File: src/rtl/wave_replay_pkg.sv
package wave_replay_pkg;

  typedef enum logic [1:0] {
    ST_IDLE  = 2'd0,
    ST_ARMED = 2'd1,
    ST_PLAY  = 2'd2
  } seq_state_t;

  // Control word bit positions
  localparam int unsigned CW_DC   = 0;
  localparam int unsigned CW_ARM  = 1;
  localparam int unsigned CW_ONCE = 5;

  // True when the frame about to be taken completes a single pass.
  function automatic logic pass_complete(input int unsigned taken,
                                         input int unsigned length);
    return (taken + 1) >= length;
  endfunction

  // True when the fill level has reached the refill threshold.
  function automatic logic at_low_tide(input int unsigned level,
                                       input int unsigned thresh);
    return level <= thresh;
  endfunction

endpackage

File: src/rtl/wave_trig_detect.sv
module wave_trig_detect (
  input  logic clk,
  input  logic rst_n,
  input  logic trig_in,
  input  logic rise_sel,
  output logic edge_hit
);
  logic trig_q;

  always_ff @(posedge clk) begin
    if (!rst_n) trig_q <= 1'b0;
    else        trig_q <= trig_in;
  end

  assign edge_hit = rise_sel ? (trig_in & ~trig_q) : (~trig_in & trig_q);
endmodule

File: src/rtl/wave_seq_ctrl.sv
module wave_seq_ctrl
  import wave_replay_pkg::*;
#(
  parameter int unsigned LEN_W = 16,
  parameter int unsigned CW_W  = 8
) (
  input  logic             clk,
  input  logic             rst_n,
  input  logic             cmt_valid,
  input  logic [CW_W-1:0]  cmt_word,
  input  logic             trig_mode,
  input  logic             edge_hit,
  input  logic             tick,
  input  logic             fifo_empty,
  input  logic [LEN_W-1:0] frame_len,
  output logic             pop,
  output logic             starve,
  output logic             busy,
  output logic             done
);
  seq_state_t       state_q;
  logic             once_q;
  logic [LEN_W-1:0] taken_q;
  logic             playing;

  assign playing = (state_q == ST_PLAY) && !cmt_valid;
  assign pop     = playing && tick && !fifo_empty;
  assign starve  = playing && tick && fifo_empty;
  assign busy    = (state_q != ST_IDLE);

  always_ff @(posedge clk) begin
    if (!rst_n) begin
      state_q <= ST_IDLE;
      once_q  <= 1'b0;
      taken_q <= '0;
      done    <= 1'b0;
    end else if (cmt_valid) begin
      if (cmt_word[CW_ARM]) begin
        state_q <= trig_mode ? ST_ARMED : ST_PLAY;
        once_q  <= cmt_word[CW_ONCE];
        taken_q <= '0;
        done    <= 1'b0;
      end else begin
        state_q <= ST_IDLE;
      end
    end else begin
      case (state_q)
        ST_ARMED: if (edge_hit) state_q <= ST_PLAY;
        ST_PLAY: if (pop) begin
          taken_q <= taken_q + 1'b1;
          if (once_q && pass_complete(32'(taken_q), 32'(frame_len))) begin
            state_q <= ST_IDLE;
            done    <= 1'b1;
          end
        end
        default: ;
      endcase
    end
  end

  // a waiting sequencer never takes a frame
  p_armed_no_pop_r5: assert property (@(posedge clk) disable iff (!rst_n)
    (state_q == ST_ARMED) |-> !pop);
endmodule

File: src/rtl/wave_frame_hold.sv
module wave_frame_hold #(
  parameter int unsigned N_AO = 32,
  parameter int unsigned AO_W = 16,
  parameter int unsigned DO_W = 64,
  localparam int unsigned AO_BITS = N_AO * AO_W,
  localparam int unsigned FRAME_W = AO_BITS + DO_W
) (
  input  logic               clk,
  input  logic               rst_n,
  input  logic               load_dc,
  input  logic               pop,
  input  logic [FRAME_W-1:0] dc_frame,
  input  logic [FRAME_W-1:0] fifo_data,
  output logic [AO_BITS-1:0] ao_out,
  output logic [DO_W-1:0]    do_out
);
  logic [FRAME_W-1:0] src;
  logic               load;

  assign load = load_dc | pop;
  assign src  = load_dc ? dc_frame : fifo_data;

  for (genvar k = 0; k < N_AO; k++) begin : g_lane
    always_ff @(posedge clk) begin
      if (!rst_n)    ao_out[k*AO_W +: AO_W] <= '0;
      else if (load) ao_out[k*AO_W +: AO_W] <= src[k*AO_W +: AO_W];
    end
  end

  always_ff @(posedge clk) begin
    if (!rst_n)    do_out <= '0;
    else if (load) do_out <= src[AO_BITS +: DO_W];
  end

  // a popped frame lands on every lane at once
  p_pop_loads_r4: assert property (@(posedge clk) disable iff (!rst_n)
    (pop && !load_dc) |=> (ao_out == $past(fifo_data[AO_BITS-1:0]))
                         && (do_out == $past(fifo_data[AO_BITS +: DO_W])));
endmodule

File: src/rtl/wave_status_flags.sv
module wave_status_flags
  import wave_replay_pkg::*;
#(
  parameter int unsigned LVL_W = 12
) (
  input  logic             clk,
  input  logic             rst_n,
  input  logic             starve,
  input  logic             ovr_clr,
  input  logic             busy,
  input  logic [LVL_W-1:0] fifo_level,
  input  logic [LVL_W-1:0] tide_level,
  output logic             overrun,
  output logic             irq
);
  always_ff @(posedge clk) begin
    if (!rst_n) begin
      overrun <= 1'b0;
      irq     <= 1'b0;
    end else begin
      if (starve)       overrun <= 1'b1;
      else if (ovr_clr) overrun <= 1'b0;
      irq <= busy && at_low_tide(32'(fifo_level), 32'(tide_level));
    end
  end

  // the flag only falls on a clear request
  p_ovr_sticky_r9: assert property (@(posedge clk) disable iff (!rst_n)
    (overrun && !ovr_clr) |=> overrun);
  // a starved tick always leaves the flag set
  p_starve_sets_r8: assert property (@(posedge clk) disable iff (!rst_n)
    starve |=> overrun);
endmodule

File: src/rtl/wave_replay_seq.sv
module wave_replay_seq
  import wave_replay_pkg::*;
#(
  parameter int unsigned N_AO  = 32,
  parameter int unsigned AO_W  = 16,
  parameter int unsigned DO_W  = 64,
  parameter int unsigned LEN_W = 16,
  parameter int unsigned LVL_W = 12,
  localparam int unsigned AO_BITS = N_AO * AO_W,
  localparam int unsigned FRAME_W = AO_BITS + DO_W
) (
  input  logic               clk,
  input  logic               rst_n,
  input  logic               cmt_valid,
  input  logic [7:0]         cmt_word,
  input  logic               trig_mode,
  input  logic               trig_rise,
  input  logic               trig_in,
  input  logic               tick,
  input  logic [LEN_W-1:0]   frame_len,
  input  logic [LVL_W-1:0]   tide_level,
  input  logic [LVL_W-1:0]   fifo_level,
  input  logic               fifo_empty,
  input  logic [FRAME_W-1:0] fifo_data,
  input  logic [FRAME_W-1:0] dc_frame,
  input  logic               ovr_clr,
  output logic               fifo_pop,
  output logic [AO_BITS-1:0] ao_out,
  output logic [DO_W-1:0]    do_out,
  output logic               busy,
  output logic               done,
  output logic               overrun,
  output logic               irq
);
  logic edge_hit;
  logic starve;
  logic load_dc;

  assign load_dc = cmt_valid && cmt_word[CW_DC];

  wave_trig_detect u_trig (
    .clk(clk), .rst_n(rst_n), .trig_in(trig_in), .rise_sel(trig_rise),
    .edge_hit(edge_hit)
  );

  wave_seq_ctrl #(.LEN_W(LEN_W), .CW_W(8)) u_ctrl (
    .clk(clk), .rst_n(rst_n), .cmt_valid(cmt_valid), .cmt_word(cmt_word),
    .trig_mode(trig_mode), .edge_hit(edge_hit), .tick(tick),
    .fifo_empty(fifo_empty), .frame_len(frame_len), .pop(fifo_pop),
    .starve(starve), .busy(busy), .done(done)
  );

  wave_frame_hold #(.N_AO(N_AO), .AO_W(AO_W), .DO_W(DO_W)) u_hold (
    .clk(clk), .rst_n(rst_n), .load_dc(load_dc), .pop(fifo_pop),
    .dc_frame(dc_frame), .fifo_data(fifo_data), .ao_out(ao_out),
    .do_out(do_out)
  );

  wave_status_flags #(.LVL_W(LVL_W)) u_flags (
    .clk(clk), .rst_n(rst_n), .starve(starve), .ovr_clr(ovr_clr),
    .busy(busy), .fifo_level(fifo_level), .tide_level(tide_level),
    .overrun(overrun), .irq(irq)
  );

  // outputs move only on a pop or a DC load
  p_hold_when_quiet_r8: assert property (@(posedge clk) disable iff (!rst_n)
    (!fifo_pop && !load_dc) |=> ($stable(ao_out) && $stable(do_out)));
  // a finished single pass takes no more frames
  p_done_no_pop_r6: assert property (@(posedge clk) disable iff (!rst_n)
    done |-> !fifo_pop);
  // an empty FIFO is never popped
  p_no_pop_empty_r8: assert property (@(posedge clk) disable iff (!rst_n)
    fifo_empty |-> !fifo_pop);
endmodule

File: config.mk
export PLATFORM = sky130hd
export DESIGN_NAME = wave_replay_seq
export DESIGN_NICKNAME = d
export VERILOG_FILES = /design/src/rtl/wave_replay_pkg.sv /design/src/rtl/wave_trig_detect.sv /design/src/rtl/wave_seq_ctrl.sv /design/src/rtl/wave_frame_hold.sv /design/src/rtl/wave_status_flags.sv /design/src/rtl/wave_replay_seq.sv
export SDC_FILE = /design/constraint.sdc
export NUM_CORES = 2
export LEC_CHECK = 0
export BUFFER_PORTS_ARGS = -buffer_cell sky130_fd_sc_hd__buf_4
export CAP_MARGIN = 20
export CORE_AREA = 2 2 699 701
export CTS_CLUSTER_SIZE = 28
export DETAILED_ROUTE_END_ITERATION = 6
export DIE_AREA = 0 0 701 703
export GPL_TIMING_DRIVEN = 0
export HOLD_SLACK_MARGIN = 0.15
export PLACE_DENSITY_LB_ADDON = 0.25
export RECOVER_POWER = 25
export SKIP_LAST_GASP = 1
export SLEW_MARGIN = 20
export SYNTH_ARGS = -nofsm -noshare
export SYNTH_HDL_FRONTEND = slang
export SYNTH_HIERARCHICAL = 1
export SYNTH_SLANG_ARGS = --single-unit
File: constraint.sdc
create_clock -name clk -period 4.4 [get_ports clk]
set_input_delay 0.88 -clock clk [delete_from_list [all_inputs] [get_ports clk]]
set_output_delay 0.88 -clock clk [all_outputs]
set_load 0.01 [all_outputs]
==> summary.txt <==
Synthesis
  – Yosys top cell by area: dfxtp_1
  – EDFF count, synth: 0
  – Mean Syn Cell Area: about 11 um2
  – Async S/R FF share, synth: 0
  – Cell with the most instances after synthesis: dfxtp_1
  – Post-Syn Instances: 2817
  – Syn Nets: 4055
  – Yosys warns: 6
  – Post-Syn Area: 31090 um2
  – Largest cells by area after synthesis: dfxtp_1 (39%), mux2_2 (21%), o211a_1 (19%)
  – Top cells by count, synth: dfxtp_1 (599), o211a_1 (579), mux2_2 (577)
  – Post-synth top area share: 0.3858
  – Top_reg_cell synth: dfxtp_1
  – Sequential element share of the synthesized area: 0.3858
  – Post-synth cell types: 55
  – Seq cells post-synth: 599

GRT
  – GRT Overall Usage: 0.1551
  – Initial antenna violation count: 446
  – Pin count of the biggest net entering global routing: 13
  – Grt ovf: 0
  – Vias in the first global route: 33.77k
  – First-pass GRT wire length: 472200 um

Worst setup path
  – Slowest CP cell: nor4bb_1
  – Startpoint types: primary input
  – CP cell instances: buf_4 > buf_2 > nor4bb_1 > nand2b_1 > clkbuf_1 > inv_1 > buf_4 > buf_4
  – Worst reg2reg endpoint: u_hold/ao_out[508]$_SDFFE_PN0P_
  – Most frequent CP cell: buf_4
  – Crit end category: primary output
  – Worst reg2reg setup slack: 930 ps
  – CP max FO: 11
  – Critical path type: primary input to primary output
  – Worst R2R Path Depth: 10
  – Worst EP required: approximately 3500 ps
  – CP peak stage delay: 350 ps
  – Worst R2R Start: u_ctrl/state_q[1]$_SDFFE_PN0P_
  – Worst EP arrival: 2670 ps

CTS
  – CTS root buffer: clkbuf_16
  – CTS tree: built
  – Hold_buf cts: 0
  – Worst skew pair latency: 860 ps
  – H-tree depth: 3
  – Post CTS Setup Buffer Count: 0
  – CTS Sinks: around 600
  – CTS buffer count: 97
  – Post_cts resized: 0
  – CTS clk-pin slew, worst paths: roughly 50 ps
  – Clk buf depth: 4

Drt
  – DR pass1 iterations: 5
  – DRT iter0 DRCs: 2196
  – Routed vias: ~34k
  – Routed WL per cell: 35.28 um
  – # DRC: 0
  – Vias per cell: 2.973
  – Final antenna-violating net count: 0
  – Drt total wl: ~400000 um

Pwr
  – Sequential share of power: 0.343
  – Net Switching: around 5.4 mW
  – Total internal power: around 12 mW
  – Total power: 17.64 mW
  – Clock share of power: 0.458
  – Power Dens Cells: 320.6 nW/um2
  – Worst VDD drop: 0.2699 mV
  – P_leak: 26.89 nW
  – Sw frac: 0.3072
  – Comb power frac: 0.199

Floorplanning
  – Die footprint: 492800 um2
  – Initial Util: 0.06410
  – Cell Rows: 256
  – Num ports: 1790
  – Die Wd: 701 um
  – Core footprint: roughly 480000 um2
  – DIE HEIGHT: 703 um

Timing
  – Fin. Hold Viols: 0
  – Worst-Margin Slew: 1127 ps
  – Relative slew margins: 0.2487
  – Setup tns final: 0 ps
  – Tcrit/Tclk final: 0.8077
  – Setup violators final: 0
  – Final Max Slew Viols: 0
  – Fin crit period: 3554 ps
  – Peak Freq: ~280 MHz
  – RSZ-0062 raised after global routing: no
  – Clk_skew: ~59 ps

Placement
  – Gpl congestion: 0.9686
  – Dpl hpwl: around 360000 um
  – Port Buf Inserts: about 1.8k
  – Post-DP Area: 52590 um2

Final layout
  – Final Cell Area: 55020 um2
  – Seq. cell area: 11990 um2
  – Fillers: roughly 56k
  – Area delta synth->final: 76.99%
  – Multi-input logic area: 17350 um2
  – Share of cells above drive strength 1: 0.4983
  – NumNets Final: 5939

Outcome
  – Outcome: finished clean

Worst hold path
  – Hold_sp: trig_in
  – Worst Hold Class: primary input to register
  – Worst Hold Depth: 2
  – Hold EP: u_trig/trig_q$_SDFF_PN0_

Job
  – Max-cap viol count: 0
[cell type report]
| type | count | share of cell area |
|---|---|---|
| Multi-Input combinational cell | 1921 | 0.3154 |
| Timing Repair Buffer | 1785 | 0.2252 |
| Sequential cell | 599 | 0.2179 |
| Tap cell | 6450 | 0.1467 |
| Clock buffer | 136 | 0.05103 |
| Buffer | 264 | 0.02952 |
| Antenna cell | 139 | 0.006322 |
| Clock inverter | 22 | 0.005731 |
| Inverter | 33 | 0.002251 |
[metal layers]
metal  up-vias  GRT usage  wire, um
li1      14230          -         -
met1     16440     0.1676    145600
met2      1992     0.2551    184800
met3       847    0.08526     51950
met4       226    0.05458     16440
met5         -          0      1548
[flip-flops by register name, indices dropped and copies added, names as in the netlist]
register,count
u_hold/ao_out,512
u_hold/do_out,64
u_ctrl/taken_q,16
u_ctrl/state_q,2
u_ctrl/done,1
u_ctrl/once_q,1
u_flags/irq,1
u_flags/overrun,1
u_trig/trig_q,1
[how the worst max path moves through the flow]
stage	start	to
3_3_place_gp	cmt_valid	u_hold/ao_out[148]$_SDFFE_PN0P_
3_5_place_dp	cmt_valid	u_hold/ao_out[468]$_SDFFE_PN0P_
6_report	cmt_valid	fifo_pop
5_1_grt	u_ctrl/state_q[1]$_SDFFE_PN0P_	fifo_pop
4_1_cts	u_ctrl/state_q[1]$_SDFFE_PN0P_	fifo_pop
2_1_floorplan	cmt_valid	u_hold/ao_out[144]$_SDFFE_PN0P_
[critical path, delay by kind of cell]
family        cells  cell delay [ps]
buf+inv           6             1320
simple gates      2              460
[cell families (layout without fill, tap and decap cells)]
family                   after synthesis  count (layout)  synth area share
buffers and inverters                297            2240           0.05607
AO/OA/AOI/OAI                        635             635            0.1975
adder cells (fa/ha/maj)               29              29           0.01167
multiplexers                         577             577            0.2090
flip-flops                           599             599            0.3858
other                                  0             139                 0
XOR/XNOR                              14              14          0.003945
AND/OR/NAND/NOR                      666             666            0.1360
[power groups by stage]
stage / Clock, mW / Sequential, mW / Combinational (mW)
2_1_floorplan: 0 / 6.24 / 1.07
3_3_place_gp: 0 / 6.16 / 3.70
3_5_place_dp: 0 / 6.17 / 3.72
4_1_cts: 8.53 / 6.05 / 3.74
5_1_grt: 8.57 / 6.08 / 3.73
6_report: 8.08 / 6.04 / 3.51
[metrics by stage]
step	std cells	utilization	hold slack (ps)	worst slack, ps
after floorplan	2817	-	447.4	1482
after global placement	11050	0.1084	487.8	-543.0
after detailed placement	11050	0.1084	475.6	102.7
after CTS	11210	0.1149	203.2	949.4
after global routing	11280	0.1131	261.9	629.8
final	11350	0.1135	322.3	846.3
[layout by cell type, fill, tap and decap left out, drive strengths merged, types with 12 or more instances in the layout]
cell / instances
nand2: 18
clkbuf: 556
nand2b: 500
buf: 1629
inv: 33
ha: 29
o21ai: 12
dfxtp: 599
or2b: 80
nand3: 14
o211a: 579
a21oi: 25
diode: 139
mux2: 577
Note: power is estimated with default switching activity, not from simulation.
